[config.mk]
export PLATFORM = sky130hd
export DESIGN_NAME = pci_dma_start_seq
export DESIGN_NICKNAME = d
export VERILOG_FILES = /design/src/rtl/pci_dms_pkg.sv /design/src/rtl/dms_launch.sv /design/src/rtl/dms_strobe_delay.sv /design/src/rtl/dms_burst_ctr.sv /design/src/rtl/pci_dma_start_seq.sv
export SDC_FILE = /design/constraint.sdc
export NUM_CORES = 1
export LEC_CHECK = 0
export BUFFER_PORTS_ARGS = -buffer_cell sky130_fd_sc_hd__buf_4
export CAP_MARGIN = 40
export CORE_MARGIN = 8
export CORE_UTILIZATION = 35
export DETAILED_ROUTE_END_ITERATION = 7
export GPL_TIMING_DRIVEN = 0
export PLACE_DENSITY = 0.63
export SETUP_SLACK_MARGIN = 0.3
export SLEW_MARGIN = 25
export SYNTH_ARGS = -nofsm -noshare
export SYNTH_HDL_FRONTEND = slang
export SYNTH_SLANG_ARGS = --single-unit
[constraint.sdc]
create_clock -name clk_i -period 2.68 [get_ports clk_i]
set_input_delay 0.268 -clock clk_i [delete_from_list [all_inputs] [get_ports clk_i]]
set_output_delay 0.268 -clock clk_i [all_outputs]
set_load 0.03 [all_outputs]
[src/rtl/pci_dms_pkg.sv]
package pci_dms_pkg;
  typedef enum logic [2:0] {
    ST_IDLE,
    ST_START,
    ST_HOLD,
    ST_ARB,
    ST_ADDR,
    ST_DATA
  } dms_state_e;

  localparam logic [3:0] CBE_MEM_WR    = 4'h7;
  localparam logic [3:0] CBE_ALL_BYTES = 4'h0;
  localparam logic [3:0] CBE_PARK      = 4'hF;
endpackage

[src/rtl/dms_launch.sv]
module dms_launch (
  input  logic clk_i,
  input  logic rst_ni,
  input  logic en_i,
  input  logic idle_i,
  output logic launch_o,
  output logic go_o
);
  logic en_q;

  assign launch_o = en_i & ~en_q & idle_i;

  always_ff @(posedge clk_i or negedge rst_ni) begin
    if (!rst_ni) begin
      en_q <= 1'b0;
      go_o <= 1'b0;
    end else begin
      en_q <= en_i;
      go_o <= launch_o;
    end
  end
endmodule

[src/rtl/dms_strobe_delay.sv]
module dms_strobe_delay (
  input  logic clk_i,
  input  logic rst_ni,
  input  logic clear_i,
  input  logic arm_i,
  input  logic strobe_i,
  output logic ready_o
);
  // sticky flag; together with the registered IRDY# this gives two clocks
  always_ff @(posedge clk_i or negedge rst_ni) begin
    if (!rst_ni)      ready_o <= 1'b0;
    else if (clear_i) ready_o <= 1'b0;
    else if (arm_i && strobe_i) ready_o <= 1'b1;
  end
endmodule

[src/rtl/dms_burst_ctr.sv]
module dms_burst_ctr #(
  parameter int ADDR_W     = 12,
  parameter int LEN_W      = 8,
  parameter int WORD_BYTES = 4
) (
  input  logic              clk_i,
  input  logic              rst_ni,
  input  logic              load_i,
  input  logic [LEN_W-1:0]  len_i,
  input  logic              take_i,
  output logic [ADDR_W-1:0] addr_o,
  output logic              last_o,
  output logic              last_nx_o
);
  localparam logic [ADDR_W-1:0] STEP = ADDR_W'(WORD_BYTES);
  localparam logic [LEN_W-1:0]  ONE  = LEN_W'(1);

  logic [LEN_W-1:0] cnt_q, len_q, len_m1;

  assign len_m1    = len_q - ONE;
  assign last_o    = (cnt_q == len_m1);
  assign last_nx_o = take_i ? ((cnt_q + ONE) == len_m1) : last_o;

  always_ff @(posedge clk_i or negedge rst_ni) begin
    if (!rst_ni) begin
      cnt_q  <= '0;
      len_q  <= ONE;
      addr_o <= '0;
    end else if (load_i) begin
      cnt_q  <= '0;
      len_q  <= (len_i == '0) ? ONE : len_i;
      addr_o <= '0;
    end else if (take_i) begin
      cnt_q  <= cnt_q + ONE;
      addr_o <= addr_o + STEP;
    end
  end
endmodule

[src/rtl/pci_dma_start_seq.sv]
module pci_dma_start_seq
  import pci_dms_pkg::*;
#(
  parameter int ADDR_W = 12,
  parameter int LEN_W  = 8
) (
  input  logic              clk_i,
  input  logic              rst_ni,
  input  logic              gnt_ni,
  input  logic              master_en_i,
  input  logic              hold_i,
  input  logic              hold_mode_i,
  input  logic              be_strobe_i,
  input  logic              trdy_ni,
  input  logic              devsel_ni,
  input  logic [LEN_W-1:0]  burst_len_i,
  output logic              req_no,
  output logic              frame_no,
  output logic              irdy_no,
  output logic [3:0]        cbe_no,
  output logic              phase_go_o,
  output logic [ADDR_W-1:0] word_addr_o,
  output logic              word_take_o,
  output logic              burst_done_o
);
  dms_state_e state_q, state_d;
  logic launch, ready, last, last_nx, finish, grant_ok, hold_ok, in_burst;
  logic req_d, frame_d, irdy_d, done_d;
  logic [3:0] cbe_d;

  dms_launch u_launch (
    .clk_i    (clk_i),
    .rst_ni   (rst_ni),
    .en_i     (master_en_i),
    .idle_i   (state_q == ST_IDLE),
    .launch_o (launch),
    .go_o     (phase_go_o)
  );

  dms_strobe_delay u_strobe (
    .clk_i    (clk_i),
    .rst_ni   (rst_ni),
    .clear_i  (launch),
    .arm_i    (state_q != ST_IDLE),
    .strobe_i (be_strobe_i),
    .ready_o  (ready)
  );

  dms_burst_ctr #(
    .ADDR_W (ADDR_W),
    .LEN_W  (LEN_W)
  ) u_ctr (
    .clk_i     (clk_i),
    .rst_ni    (rst_ni),
    .load_i    (launch),
    .len_i     (burst_len_i),
    .take_i    (word_take_o),
    .addr_o    (word_addr_o),
    .last_o    (last),
    .last_nx_o (last_nx)
  );

  assign word_take_o = (state_q == ST_DATA) & ~irdy_no & ~trdy_ni;
  assign finish      = word_take_o & last;
  assign grant_ok    = ~gnt_ni & devsel_ni;
  assign hold_ok     = hold_i & ~hold_mode_i;
  assign in_burst    = (state_q == ST_ADDR) | (state_q == ST_DATA);

  always_comb begin
    if (finish)                irdy_d = 1'b1;
    else if (ready && in_burst) irdy_d = 1'b0;
    else                       irdy_d = irdy_no;
  end

  always_comb begin
    state_d = state_q;
    req_d   = req_no;
    frame_d = frame_no;
    cbe_d   = cbe_no;
    done_d  = 1'b0;
    unique case (state_q)
      ST_IDLE: begin
        if (launch) begin
          state_d = ST_START;
          req_d   = 1'b0;
        end
      end
      ST_START: state_d = hold_ok ? ST_HOLD : ST_ARB;
      ST_HOLD:  if (!hold_i) state_d = ST_ARB;
      ST_ARB: begin
        if (grant_ok) begin
          frame_d = 1'b0;
          req_d   = 1'b1;
          cbe_d   = CBE_MEM_WR;
          state_d = ST_ADDR;
        end
      end
      ST_ADDR: begin
        state_d = ST_DATA;
        cbe_d   = CBE_ALL_BYTES;
        frame_d = frame_no | (last_nx & ~irdy_d);
      end
      ST_DATA: begin
        if (finish) begin
          frame_d = 1'b1;
          cbe_d   = CBE_PARK;
          done_d  = 1'b1;
          state_d = ST_IDLE;
        end else begin
          frame_d = frame_no | (last_nx & ~irdy_d);
        end
      end
      default: state_d = ST_IDLE;
    endcase
  end

  always_ff @(posedge clk_i or negedge rst_ni) begin
    if (!rst_ni) begin
      state_q      <= ST_IDLE;
      req_no       <= 1'b1;
      frame_no     <= 1'b1;
      irdy_no      <= 1'b1;
      cbe_no       <= CBE_PARK;
      burst_done_o <= 1'b0;
    end else begin
      state_q      <= state_d;
      req_no       <= req_d;
      frame_no     <= frame_d;
      irdy_no      <= irdy_d;
      cbe_no       <= cbe_d;
      burst_done_o <= done_d;
    end
  end
endmodule

Word-level counts from Yosys, hierarchy flattened. Index checks and enable logic that the tools add are counted.

Bits in registers: 42. Input bits: 17. Output and inout port bits: 22. Logic and storage cells: 82.

$add $sub $neg: 3. Equal/unequal tests: 11. Muxes and demuxes: 27. Bitwise operators: 16. Reduce and logical (&&, ||, !) cells: 13.

Operator list (number): 2-to-1 mux 12 bit (2); 2-to-1 mux 8 bit (3); one-hot mux 3 bit (6 select lines) (1); equality test 8 bit (2); adder 12 x 3 -> 12 bit, second input constant (1); 2-to-1 mux 1 bit (12); 2-to-1 mux 3 bit (4); one-hot mux 4 bit (3 select lines) (1); adder 8 x 1 -> 8 bit, second input constant (1); bitwise AND 1 bit (8); zero test 8 bit (1); 2-to-1 mux 4 bit (2); inequality test 2 bit, second input constant (4); subtractor 8 x 1 -> 8 bit, second input constant (1); equality test 3 x 2 -> 1 bit, second input constant (2); equality test 3 bit, second input constant (2); inverter 1 bit (6); AND reduction 3 bit (2); nonzero test 2 bit (3); nonzero test 3 bit (2); AND reduction 4 bit (1); equality test 3 x 1 -> 1 bit, second input constant (1); zero test 3 bit (1); one-hot mux 1 bit (3 select lines) (1); 4 further kinds (6).

Longest topological paths before layout. Gate-level depths: netlist of the first run.

Depth in word-level cells: 10. Depth in mapped cells: 9. Depth with buffers taken out: 9.

Hierarchy. From an unflattened synthesis of the first run, not the netlist that was laid out.

Cell total of the unflattened synthesis: 218. Area total of the unflattened synthesis: 2148.3 um^2.

By module, submodules not included: dms_burst_ctr (instances 1, cells an instance 160, area an instance 1546.5 um^2, sequential area each 651.9 um^2); pci_dma_start_seq (instances 1, cells an instance 52, area an instance 509.2 um^2, sequential area each 231.5 um^2); dms_launch (instances 1, cells an instance 3, area an instance 58.8 um^2, sequential area each 50.0 um^2); dms_strobe_delay (instances 1, cells an instance 3, area an instance 33.8 um^2, sequential area each 25.0 um^2).

Worst setup path before layout of the first run. Ideal clock, no wire load.

Path kind: register to register. Start: register u_ctr.len_q[0]. End: register state_q[0]. Library setup time: 129 ps. Arrival time: 2069 ps. Path slack: 482 ps. Cell stages (with the launch flop): 10. Path buffers: 0. Path through: dfstp_2 -> inv_1 -> ha_1 -> nor3b_1 -> xnor2_1 -> and3_1 -> o211ai_1 -> or4_4 -> inv_2 -> o21ai_0.

Longest elaborated chain between the ends: 5.

Ends and longest elaborated chain: from (decl) (RTL line dms_burst_ctr.sv:18) `logic [LEN_W-1:0] cnt_q, len_q, len_m1;`; from (signal assigned) (RTL line dms_burst_ctr.sv:31) `len_q <= (len_i == '0) ? ONE : len_i;`; subtractor 8 x 1 -> 8 bit (RTL line dms_burst_ctr.sv:20) `assign len_m1 = len_q - ONE;`; equality test 8 bit (RTL line dms_burst_ctr.sv:21) `assign last_o = (cnt_q == len_m1);`; bitwise AND 1 bit (RTL line pci_dma_start_seq.sv:64) `assign finish = word_take_o & last;`; inequality test 2 bit (no source line); AND reduction 4 bit (no source line); to (signal assigned) (RTL line pci_dma_start_seq.sv:126) `state_q <= state_d;`; to (decl) (RTL line pci_dma_start_seq.sv:26) `dms_state_e state_q, state_d;`.

No other way between the ends. A chain may end at the register's enable or synchronous reset.

Final worst setup path of the first run. Ends and elaborated chain as after synthesis.

==> impl.org, run 1 <==
** Logic synthesis
- Post-synth EDFFs :: 0
- The synthesized netlist contains 38 unique library cells.
- Top area cells in the synthesized netlist :: sky130_fd_sc_hd__dfrtp_1, sky130_fd_sc_hd__nand2_1, sky130_fd_sc_hd__dfstp_2
- Post-synthesis register bit count :: 38
- The area fraction in compound gates after synthesis is 0.1241.
- Of the post-synthesis cell area, the dominant cell type holds 0.3837.
- In the synthesized netlist the async set-or-reset flop fraction comes to 1.000.
- By area, the combinational part of the netlist is dominated by simple AND/OR/NAND/NOR gates.
- The portion of synthesized area spent on multiplexers is 0.
- Top cell types by occurrence after synthesis :: sky130_fd_sc_hd__nand2_1, sky130_fd_sc_hd__dfrtp_1, sky130_fd_sc_hd__o21ai_0
- Of the total synthesized cell area, the portion taken by AND, OR, NAND and NOR gates is 0.2368.
- Summed over all instances, the cell type with the most area after synthesis is sky130_fd_sc_hd__dfrtp_1.
- The cell area that synthesis handed to floorplanning was roughly 2100 µm².
- Count leader, synth :: sky130_fd_sc_hd__nand2_1
- Of the synthesized area, sequential elements account for 0.4592.
- Syn avg cell area :: 8.769 µm²
- Adder-cell share of the synthesized area :: 0.01799
- The Yosys step of the flow raised 0 warnings.
- Of the total synthesized cell area, the portion taken by XOR and XNOR cells is 0.1133.
- In the synthesized netlist the dominant register cell turns out to be sky130_fd_sc_hd__dfrtp_1.
- In the synthesized netlist, the number of instances is 238.

** Layout
- The repair_antennas step left the layout with diodes totalling 0.
- Area used by multi-input combinational logic :: 1050 µm²
- Number of fillers in the final layout :: 578
- Area growth, synth to finish :: 25.00%
- Cell area after layout :: 2609 µm²
- At the end of the flow, the number of nets in the layout was 307.
- Share of final-layout standard cells stronger than drive strength 1 :: 0.2431
- Sequential cell area :: 958.4 µm²

** Die
- Die Outline Area :: 8690 µm²
- The die is 93.22 µm tall.
- In this run the standard cell core region covers 5851 µm².
- Die extent in x :: around 93 µm
- The floorplan has 28 rows.
- Number of ports placed on the die boundary :: 39
- The initial utilization of the core area, before any placement, comes to 0.3567.

** Status
- Run status :: finished, final reports clean

** Place
- Placement-stage cell area :: 2455 µm²
- Port Buffer Count :: 36
- Before CTS, the worst setup slack after placement is 276.5 ps.
- Placed wire-length estimate :: 3405 µm
- The congestion estimate from routability-driven global placement came to 0.8989.

** GRT
- Entering global routing, the biggest net connects 39 pins.
- In the global route stage, met2 resource usage came out at 0.1792.
- For this run, global-route usage on met1 was measured as 0.1432.
- Initial antenna violation count :: 0
- In the global route stage, met3 resource usage came out at 0.03526.
- Global route hottest layer :: met2
- The total overflow left after global routing is 0.
- Across every metal layer, demand over resource in global routing totals 0.1150.
- First-pass GRT wire length :: 8073 µm
- Via count of the first global-routing pass :: 1711

** Critical path
- Worst setup EP type :: register
- Count of buffering cells on the critical path with inverters included :: 2
- Of all nets on the critical path, the largest fanout is 4.
- On the critical path, the stage with the largest delay is an instance of sky130_fd_sc_hd__or4_4.
- By startpoint and endpoint, the worst setup path is classified as reg -> reg.
- Endpoint required time on the critical path :: between 2000 and 3000 ps
- At the worst endpoint, the arrival time is 2490 ps.
- Register-to-register setup slack :: between 300 and 400 ps
- Sequence of cells on the critical path :: inv_1 -> ha_2 -> nor3b_2 -> xnor2_1 -> and3_1 -> o211ai_1 -> or4_4 -> inv_2 -> o21ai_0
- Biggest cell delay along the critical path :: 540 ps
- CP Launch Type :: register
- The cell family contributing the most delay on the critical path is simple AND/OR/NAND/NOR gates.

** Routing
- The routed design has ~4600 µm of wire.
- In this run, the number of DRC markers left after iteration 0 of detailed routing was 77.
- Detailed routing inserted a total of 1753 vias.
- Once detail routing completed, the nets flagged for antenna violations numbered 0.
- Dividing the detail-routed via count by the number of cells gives 4.829.
- After detailed routing, the average wire length per cell comes to approximately 13 µm.
- After detailed routing, the number of remaining DRC violations is 0.
- Number of detailed-routing iterations run before antenna repair :: 4

** Power
- Leakage :: 1.246 nW
- Maximum VDD drop :: 0.0003414 V
- For this design the ratio of total power to cell area is approximately 870 nW/µm².
- After layout, the design draws a total of 0.002268 W.

** Clock tree
- Clock-pin slew was measured on the worst setup and hold paths at 70 ps.
- Worst-skew pair later-pin latency :: 290 ps
- The cell sitting at the root of the clock tree is a sky130_fd_sc_hd__clkbuf_8.
- H-tree depth :: 2
- TritonCTS sink count :: 38
- TritonCTS built the clock tree.
- Buffer depth of the longest clock path :: 2
- Counting the buffers created by CTS gives 5.

** STA
- RSZ-0062 raised after global routing :: true
- At the pin with the least slew margin, the transition time is 541.5 ps.
- Worst clock skew on the final layout :: roughly 5.8 ps
- Highest attainable clock frequency :: approximately 430 MHz
- Worst path setup slack after routing :: ~360 ps
- The number of failing hold endpoints at the final stage is 0.
- Number of setup violations in the final report :: 0
- Adding up every negative setup slack in the final design gives 0 ps.
- Final period util :: 0.8651
- Max Slew Vio Count :: 0
- Subtracting the final worst setup slack from the clock period gives 2319 ps.
- Normalized max-slew margin :: 0.6377
- Hold WS :: 93.39 ps

** Flow run
- Number of max-capacitance violations reported :: 0

** Min path
- The worst hold path belongs to the class in -> reg.
## registers in the layout, indices dropped and copies added, names as in the netlist
register	count
cbe_no	2
u_strobe.ready_o	1
burst_done_o	1
frame_no	1
u_launch.go_o	1
req_no	1
u_launch.en_q	1
u_ctr.addr_o	10
state_q	3
u_ctr.cnt_q	8
irdy_no	1
u_ctr.len_q	8
## final timing paths
| kind | cells after the start | endpoint | start |
|---|---|---|---|
| setup / recovery | 9 | state_q[0]$_DFFE_PN0P_ | u_ctr.len_q[0]$_DFFE_PN1P_ |
| hold / removal | 1 | u_launch.en_q$_DFF_PN0_ | master_en_i |
| setup reg to reg | 9 | state_q[0]$_DFFE_PN0P_ | u_ctr.len_q[0]$_DFFE_PN1P_ |
| hold reg to reg | 2 | req_no$_DFFE_PN1P_ | req_no$_DFFE_PN1P_ |
| max in group asynchronous | 2 | req_no$_DFFE_PN1P_ | rst_ni |
| min in group asynchronous | 2 | u_strobe.ready_o$_DFFE_PN0P_ | rst_ni |
## metal layers
layer,part of all wire,vias to the layer above
met4,0.017,0
li1,-,899
met5,0,-
met1,0.47,808
met3,0.061,6
met2,0.45,40
## cell families after synthesis
group,count (synthesis)
other,1
flip-flops,38
buffers and inverters,19
AND/OR/NAND/NOR,105
AO/OA/AOI/OAI,45
XOR/XNOR,27
adder cells (fa/ha/maj),3
## where the power goes
part	internal [W]	total, W	switching (W)
clock network	0.000207	0.000401	0.000193
logic	0.000475	0.000999	0.000524
registers	0.000720	0.000868	0.000149
## area by class of cell
| class | count | share of cell area |
|---|---|---|
| buffer | 9 | 0.02542 |
| timing repair buffer | 41 | 0.1189 |
| inverter | 10 | 0.01487 |
| clock inverter | 1 | 0.001918 |
| clock buffer | 7 | 0.03309 |
| sequential | 38 | 0.3674 |
| multi-input combinational | 182 | 0.4024 |
| tap | 75 | 0.03597 |
## cell usage in the layout (no fill, tap or decap), types with 2 or more instances in the layout
| cell | synthesis | layout |
|---|---|---|
| sky130_fd_sc_hd__a21oi_1 | 7 | 7 |
| sky130_fd_sc_hd__clkbuf_8 | 0 | 6 |
| sky130_fd_sc_hd__nor2_1 | 21 | 21 |
| sky130_fd_sc_hd__o211ai_1 | 2 | 2 |
| sky130_fd_sc_hd__dfrtp_1 | 32 | 32 |
| sky130_fd_sc_hd__nand2b_1 | 2 | 2 |
| sky130_fd_sc_hd__nor3_1 | 5 | 5 |
| sky130_fd_sc_hd__inv_1 | 8 | 8 |
| sky130_fd_sc_hd__xor2_1 | 13 | 12 |
| sky130_fd_sc_hd__xnor2_1 | 14 | 14 |
| sky130_fd_sc_hd__ha_1 | 3 | 2 |
| sky130_fd_sc_hd__clkinv_2 | 1 | 2 |
| sky130_fd_sc_hd__nand4_1 | 2 | 2 |
| sky130_fd_sc_hd__or4_1 | 2 | 2 |
| sky130_fd_sc_hd__clkbuf_1 | 2 | 2 |
| sky130_fd_sc_hd__dfstp_2 | 6 | 6 |
| sky130_fd_sc_hd__buf_6 | 1 | 2 |
| sky130_fd_sc_hd__nor2b_1 | 2 | 2 |
| sky130_fd_sc_hd__o21ai_0 | 26 | 26 |
| sky130_fd_sc_hd__nand2_1 | 51 | 51 |
| sky130_fd_sc_hd__nand3_1 | 6 | 6 |
| sky130_fd_sc_hd__or3_1 | 3 | 3 |
| sky130_fd_sc_hd__conb_1 | 1 | 2 |
| sky130_fd_sc_hd__nor4_1 | 2 | 2 |
| sky130_fd_sc_hd__and3_1 | 5 | 5 |
| sky130_fd_sc_hd__buf_4 | 4 | 44 |
| sky130_fd_sc_hd__a22o_1 | 2 | 2 |
| sky130_fd_sc_hd__o22ai_1 | 3 | 3 |
## per-stage QoR
stage / utilization / std cells
after global placement: 0.4196 / 350
after global routing: 0.4459 / 363
after floorplan: - / 239
final: 0.4459 / 363
after detailed placement: 0.4196 / 350
after CTS: 0.4386 / 360
## timing repair
item                                    CTS  global route
setup buffers                             1             3
hold buffers                              1             0
resized for setup                         1             6
hold endpoints to repair                 32             0
endpoints found under the setup margin    3            16
pin swaps                                 1             3
No activity file was read; power rests on OpenSTA's default activity.
==> run 2: changes to the inputs <==
--- a/config.mk
+++ b/config.mk
@@ -8,10 +8,10 @@
 export BUFFER_PORTS_ARGS = -buffer_cell sky130_fd_sc_hd__buf_4
 export CAP_MARGIN = 40
 export CORE_MARGIN = 8
-export CORE_UTILIZATION = 35
+export CORE_UTILIZATION = 40
 export DETAILED_ROUTE_END_ITERATION = 7
 export GPL_TIMING_DRIVEN = 0
-export PLACE_DENSITY = 0.63
+export PLACE_DENSITY = 0.69
 export SETUP_SLACK_MARGIN = 0.3
 export SLEW_MARGIN = 25
 export SYNTH_ARGS = -nofsm -noshare
==> impl.org, run 2 (same netlist as run 1, synthesis figures left out) <==
** Status
- Run status :: finished, final reports clean

** Clock tree
- TritonCTS built the clock tree.
- The number of clock sinks came to 38 (unchanged).
- The number of CTS-inserted buffers came to 5 (unchanged).
- Cell at the root of the clock tree :: sky130_fd_sc_hd__clkbuf_8
- Clock transition at the register clock pins on the worst setup and hold paths after CTS :: 80 ps (about the same)
- The number of buffers between clock root and the deepest sink came to 2 (unchanged).
- H-tree depth :: 2 (unchanged)
- The clock network latency to the later pin of the worst-skew pair was 300 ps (about the same).

** Die
- Die Outline Area :: 7785 µm² (-10%)
- Die height :: 88.23 µm (-5.4%)
- The placeable core area came to 5075 µm² (-13%).
- The row count was 26 (-7.1%).
- The I/O pin count came to 39 (unchanged).
- The initial cell density of the core came to 0.4112 (+0.05453).
- Die extent in x :: 88.23 µm (-5.4%)

** Layout
- The filler cell count came to 496 (-14%).
- Largest registers in the final layout :: u_ctr.addr_o x10, u_ctr.cnt_q x8, u_ctr.len_q x8
- Leaving out fill and tap cells, the most frequent cell in the layout is sky130_fd_sc_hd__nand2_1.
- Diode insertion count for antenna repair :: 0 (unchanged)
- Cell area after layout :: 2603 µm² (-0.24%)
- The flip-flop count of the largest register, all copies and words added came to 10 (unchanged).
- Register containing the most flip-flops in the final layout :: u_ctr.addr_o
- Commonest non-fill, non-tap cells in the layout :: sky130_fd_sc_hd__nand2_1, sky130_fd_sc_hd__buf_4, sky130_fd_sc_hd__dfrtp_1
- Post-layout util :: 0.5128 (+0.06693)
- The final net count was 307 (unchanged).
- Area growth, synth to finish :: 24.70%
- The proportion of layout cells with a drive suffix above 1 is 0.2465 (+0.003472).

** Place
- The final RePlAce weighted congestion came to 0.8388 (-6.7%).
- The placed wire-length estimate after detailed placement was 3445 µm (+1.2%).
- Port Buffer Count :: 36 (unchanged)
- Placement-stage cell area :: 2449 µm² (-0.25%)

** STA
- The clock period minus final worst setup slack is 2357 ps (+38.67 ps).
- Hold WS :: 79.72 ps (-13.67 ps)
- Highest attainable clock frequency :: 424.2 MHz (-1.6%)
- The final sum of negative setup slack came to 0 ps (unchanged).
- Worst clock skew on the final layout :: 10.16 ps (+4.370 ps)
- RSZ-0062 raised after global routing :: true
- The share of the cycle needed by the critical path after routing came to 0.8796 (+0.01443).
- The number of endpoints failing setup at the final stage came to 0 (unchanged).
- The relative slew slack is 0.6644 (+0.02672).
- The measured slew at the worst slew-check pin is 501.5 ps (-39.93 ps).
- Count of endpoints failing hold in the final timing report :: 0 (unchanged)
- The number of slew-limit violations in the final report was 0 (unchanged).

** Min path
- In this run the most critical hold path is launched from master_en_i.
- The path class of the tightest hold or removal check is in -> reg.
- The depth of the worst hold-timing path was 1 (unchanged).
- The path with the worst hold slack has its endpoint at u_launch.en_q$_DFF_PN0_.

** GRT
- Residual overflow from global routing :: 0 (unchanged)
- The first-pass GRT wire length came to 8100 µm (+0.33%).
- Initial antenna violation count :: 0 (unchanged)
- The number of global-route vias before repair was 1734 (+1.3%).
- The total global routing track utilization came to 0.1324 (+0.01741).
- Largest net degree at the start of global routing :: 39 (unchanged)

** Critical path
- Biggest cell delay along the critical path :: 550 ps (about the same)
- STA classifies the critical path endpoint as a register.
- Launching point of the worst reg2reg path :: u_ctr.len_q[0]$_DFFE_PN1P_
- In this run the critical register-to-register path is captured at state_q[0]$_DFFE_PN0P_.
- The endpoint required time on the critical path came to 2860 ps (about the same).
- Data arrival time of the critical path :: 2540 ps (+50 ps)
- Register-to-register setup slack :: 320 ps (-40 ps)
- The critical path is of the reg -> reg type.
- Maximum fanout encountered on the critical timing path :: 4 (unchanged)
- The count of cell instances traversed by the critical path was 9 (unchanged).
- Tracing the worst setup path back leads to its startpoint at u_ctr.len_q[0]$_DFFE_PN1P_.
- Slowest cell on the critical path :: sky130_fd_sc_hd__dfstp_2
- The signal on the critical path passes through inv_1 -> ha_2 -> nor3b_2 -> xnor2_1 -> and3_1 -> o211ai_1 -> or4_4 -> inv_2 -> o21ai_0.
- Number of cell instances on the worst register-to-register path :: 9 (unchanged)
- CP Launch Type :: register
- Count of buffering cells on the critical path with inverters included :: 2 (unchanged)
- Kind of cell adding the most delay to the critical path :: simple AND/OR/NAND/NOR gates

** Routing
- Wl on met1 :: 2199 µm (+0.55%)
- DRC violations left :: 0 (unchanged)
- Wire length on met2 :: 2291 µm (+9.5%)
- Top Metal Used :: met4
- Met3 wire length :: 261 µm (-8.1%)
- WL per Instance :: 13.39 µm (+4.7%)
- Total via count after detailed routing :: 1769 (+0.91%)
- Detailed-route wire length :: 4795 µm (+3.3%)
- The count of antenna-violating nets left after detailed routing came to 0 (unchanged).
- Initial DRC Count :: 146 (+90%)
- Number of detailed-routing iterations run before antenna repair :: 4 (unchanged)
- The detailed-route vias per instance came to 4.941 (+2.3%).

** Power
- Power consumption :: 0.002314 W (+2.0%)
- The largest vdd supply drop was 0.0003337 V (-2.2%).
- Leakage :: 1.245 nW (-0.11%)
- Power density relative to cell area :: 889.1 nW/µm² (+2.3%)

** Flow run
- Number of max-capacitance violations reported :: 0 (unchanged)
## run 2: cell count changes in the layout (fill, tap and decap cells not counted), sizes merged
cell,delta
clkbuf,-1
clkinvlp,+1
## run 2: area by class of cell
cell class	count	area, µm²	area share
buffer	9	62.56	0.02404
clock buffer	6	82.58	0.03173
clock inverter	2	12.51	0.004808
inverter	10	38.79	0.01490
multi-input combinational	182	1050	0.4034
sequential	38	958.4	0.3683
tap	70	87.58	0.03365
timing repair buffer	41	310.3	0.1192
## run 2: per-stage QoR
| step | setup slack [ps] | cells |
|---|---|---|
| finish | 322.8 | 358 |
| floorplan | 481.7 | 239 |
| global placement | 273.5 | 345 |
| global route | 235.4 | 358 |
| detailed placement | 257.1 | 345 |
| CTS | 335.8 | 355 |
## run 2: timing repair
item                                    CTS  global route
cloned                                    0             0
gates resized for setup                   1             5
hold endpoints to repair                 32             0
buffers inserted                          1             3
endpoints found under the setup margin    3             8
hold buffers                              1             0
pin swaps                                 1             3
## run 2: worst max path at each step
stage / to
4_1_cts: state_q[0]$_DFFE_PN0P_
3_5_place_dp: state_q[0]$_DFFE_PN0P_
3_3_place_gp: state_q[0]$_DFFE_PN0P_
6_report: state_q[0]$_DFFE_PN0P_
2_1_floorplan: state_q[0]$_DFFE_PN0P_
5_1_grt: state_q[0]$_DFFE_PN0P_
## run 2: metal layers
layer,global-route usage,vias up
li1,-,897
met1,0.1651,832
met2,0.2105,32
met3,0.03807,8
met4,0.05069,0
met5,0,-
## run 2: where the power goes
group	total [W]	internal [W]	switching (W)
clock network	0.000426	0.000207	0.000219
registers	0.000871	0.000719	0.000151
logic	0.00102	0.000475	0.000542
==> run 3: changes to the inputs <==
--- a/config.mk
+++ b/config.mk
@@ -12,7 +12,7 @@
 export DETAILED_ROUTE_END_ITERATION = 7
 export GPL_TIMING_DRIVEN = 0
 export PLACE_DENSITY = 0.69
-export SETUP_SLACK_MARGIN = 0.3
+export SETUP_SLACK_MARGIN = 0.5
 export SLEW_MARGIN = 25
 export SYNTH_ARGS = -nofsm -noshare
 export SYNTH_HDL_FRONTEND = slang
==> impl.org, run 3 (same netlist as run 1, synthesis figures left out) <==
** Status
- The flow ran to the end, and the final reports show no timing, DRC or antenna violations.

** Clock tree
- Number of buffers created by CTS :: 5 (unchanged)
- The clock network latency to the later pin of the worst-skew pair came to 290 ps (about the same).
- Buffer depth of the longest clock path :: 2 (unchanged)
- TritonCTS sink count :: 38 (unchanged)
- The level count of the clock H-tree was 2 (unchanged).
- TritonCTS built the clock tree.
- Cell at the root of the clock tree :: sky130_fd_sc_hd__clkbuf_8
- Clock transition at the register clock pins on the worst setup and hold paths after CTS :: 80 ps (about the same)

** Routing
- Detailed-route wire length :: 4855 µm (+1.3%)
- The detailed-route vias per instance is 4.935 (-0.13%).
- The routed wire length per instance is 13.19 µm (-1.5%).
- DRT antenna net count :: 0 (unchanged)
- The routed via count was 1816 (+2.7%).
- The number of detailed-routing iterations run before antenna repair was 4 (unchanged).
- Initial DRC Count :: 88 (-40%)
- DRC violations left :: 0 (unchanged)

** Die
- The die area came to 7785 µm² (unchanged).
- The horizontal die dimension was 88.23 µm (unchanged).
- The initial cell density of the core is 0.4112 (unchanged).
- Die height :: 88.23 µm (unchanged)
- Number of ports placed on the die boundary :: 39 (unchanged)
- The placeable core area was 5075 µm² (unchanged).
- The row count is 26 (unchanged).

** STA
- Period minus WS final :: 2182 ps (-175.4 ps)
- The setup skew after layout was 8.319 ps (-1.840 ps).
- The number of failing hold endpoints at the final stage was 0 (unchanged).
- Highest attainable clock frequency :: 458.3 MHz (+8.0%)
- Number of setup violations in the final report :: 0 (unchanged)
- The final sum of negative setup slack is 0 ps (unchanged).
- Setup repair after global routing could not meet its margin everywhere.
- The measured slew at the worst slew-check pin is 497.2 ps (-4.345 ps).
- Max Slew Vio Count :: 0 (unchanged)
- The relative slew slack is 0.6673 (+0.002908).
- The share of the cycle needed by the critical path after routing is 0.8141 (-0.06543).

** Place
- The placed wire-length estimate after detailed placement was 3520 µm (+2.2%).
- The final RePlAce weighted congestion was 0.8195 (-2.3%).
- The placed standard-cell area came to 2449 µm² (unchanged).
- Port Buffer Count :: 36 (unchanged)

** Power
- The cell-internal power is 0.001460 W (+4.2%).
- Net switching share of the total power :: 0.3873 (-0.007211)
- The total power of the final layout is 0.002383 W (+3.0%).
- The power per unit of standard cell area came to 870.6 nW/µm² (-2.1%).
- Switching power :: 0.0009230 W (+1.1%)
- Power share of the sequential group :: 0.370 (-0.006)
- Maximum VDD drop :: 0.0004503 V (+35%)
- The static leakage came to 1.316 nW (+5.7%).
- The combinational cell fraction of total power came to 0.457 (+0.018).
- The relative contribution of the clock network to total power came to 0.173 (-0.011).

** GRT
- Initial antenna violation count :: 0 (unchanged)
- Residual overflow from global routing :: 0 (unchanged)
- The number of global-route vias before repair came to 1767 (+1.9%).
- The total global routing track utilization came to 0.1346 (+0.002232).
- The maximum number of pins on one net before global-route repair came to 39 (unchanged).
- First-pass GRT wire length :: 8211 µm (+1.4%)

** Critical path
- The worst register-to-register path begins at u_ctr.len_q[0]$_DFFE_PN1P_.
- STA classifies the critical path endpoint as a register.
- Endpoint required time on the critical path :: 2860 ps (about the same)
- Maximum fanout encountered on the critical timing path :: 4 (unchanged)
- Number of cell instances on the worst register-to-register path :: 9 (unchanged)
- R2r endpoint :: state_q[0]$_DFFE_PN0P_
- The critical path is of the reg -> reg type.
- CP Launch Type :: register
- Data arrival time of the critical path :: 2370 ps (-170 ps)
- The register-to-register setup slack is 500 ps (+180 ps).

** Min path
- The depth of the worst hold-timing path was 1 (unchanged).
- Hold WC Path Type :: in -> reg
- The path with the worst hold slack has its endpoint at u_launch.en_q$_DFF_PN0_.
- Worst hold start :: master_en_i

** Layout
- Share of final-layout standard cells stronger than drive strength 1 :: 0.2953 (+0.04877)
- The final net count came to 317 (+3.3%).
- The register with the most flip-flops in the final layout is u_ctr.addr_o.
- Diode insertion count for antenna repair :: 0 (unchanged)
- Commonest non-fill, non-tap cells in the layout :: sky130_fd_sc_hd__buf_4, sky130_fd_sc_hd__nand2_1, sky130_fd_sc_hd__dfrtp_1
- The final instance area came to 2738 µm² (+5.2%).
- Leaving out fill and tap cells, the most frequent cell in the layout is sky130_fd_sc_hd__buf_4.
- The filler cell count is 481 (-3.0%).
- The largest registers in the layout are u_ctr.addr_o x10, u_ctr.cnt_q x8, u_ctr.len_q x8.
- Max reg flops :: 10 (unchanged)
- Area growth, synth to finish :: 31.18%

** Flow run
- Number of max-capacitance violations reported :: 0 (unchanged)
==> run 3: how the worst max path moves through the flow <==
stage	cells past startpoint	slack, ps	start	to
floorplan	9	530	u_ctr.len_q[0]$_DFFE_PN1P_	state_q[0]$_DFFE_PN0P_
global placement	9	340	u_ctr.len_q[0]$_DFFE_PN1P_	state_q[0]$_DFFE_PN0P_
detailed placement	9	320	u_ctr.len_q[0]$_DFFE_PN1P_	state_q[0]$_DFFE_PN0P_
CTS	6	460	state_q[1]$_DFFE_PN0P_	word_take_o
global route	8	380	u_ctr.len_q[0]$_DFFE_PN1P_	cbe_no[2]$_DFFE_PN1P_
finish	9	500	u_ctr.len_q[0]$_DFFE_PN1P_	state_q[0]$_DFFE_PN0P_
==> run 3: metal layers <==
metal | wire length, µm | share of wire | global-route usage
met1 | 2219 | 0.46 | 0.1639
met2 | 2302 | 0.47 | 0.2179
met3 | 260 | 0.054 | 0.03807
met4 | 72 | 0.015 | 0.05530
met5 | 0 | 0 | 0
==> run 3: what timing repair did <==
item	in CTS	in global routing
setup endpoints to repair	10	17
resized for setup	11	11
pin swaps	4	4
endpoints found under the hold margin	32	0
buffers inserted	5	9
hold buffers	1	0
==> run 3: through the flow <==
stage | cells | setup WS (ps) | util | hold WS (ps)
2_1_floorplan | 239 | 529.1 | - | -27.59
3_3_place_gp | 345 | 340.1 | 0.4825 | 270.5
3_5_place_dp | 345 | 321.4 | 0.4825 | 267.3
4_1_cts | 359 | 456.6 | 0.5190 | 71.72
5_1_grt | 368 | 378.8 | 0.5394 | 73.78
6_report | 368 | 498.1 | 0.5394 | 84.32
==> run 3: worst max-delay path, stage by stage, from the launching register on <==
cell and delay, ps:
sky130_fd_sc_hd__dfstp_2 540, sky130_fd_sc_hd__inv_2 50, sky130_fd_sc_hd__ha_4 160, sky130_fd_sc_hd__nor3b_4 150, sky130_fd_sc_hd__xnor2_1 180, sky130_fd_sc_hd__and3_1 200
sky130_fd_sc_hd__o211ai_1 120, sky130_fd_sc_hd__or4_4 540, sky130_fd_sc_hd__inv_4 90, sky130_fd_sc_hd__o21ai_2 40
==> run 3: area by class of cell <==
type                            count  area (µm²)  share of cell area
Inverter                           10       45.04             0.01645
Clock buffer                        6       82.58             0.03016
Sequential cell                    38       959.7              0.3505
Multi-Input combinational cell    182        1087              0.3972
Timing Repair Buffer               51       389.1              0.1421
Tap cell                           70       87.58             0.03199
Buffer                              9       73.82             0.02697
Clock inverter                      2       12.51            0.004570
==> run 3: power groups by stage <==
stage                     registers [W]  clock network (W)  logic, W
after CTS                      0.000877           0.000428   0.00104
final                          0.000883           0.000412   0.00109
after global routing           0.000905           0.000448   0.00121
after global placement         0.000882                  0  0.000904
after detailed placement       0.000885                  0  0.000921
after floorplan                0.000916                  0  0.000637
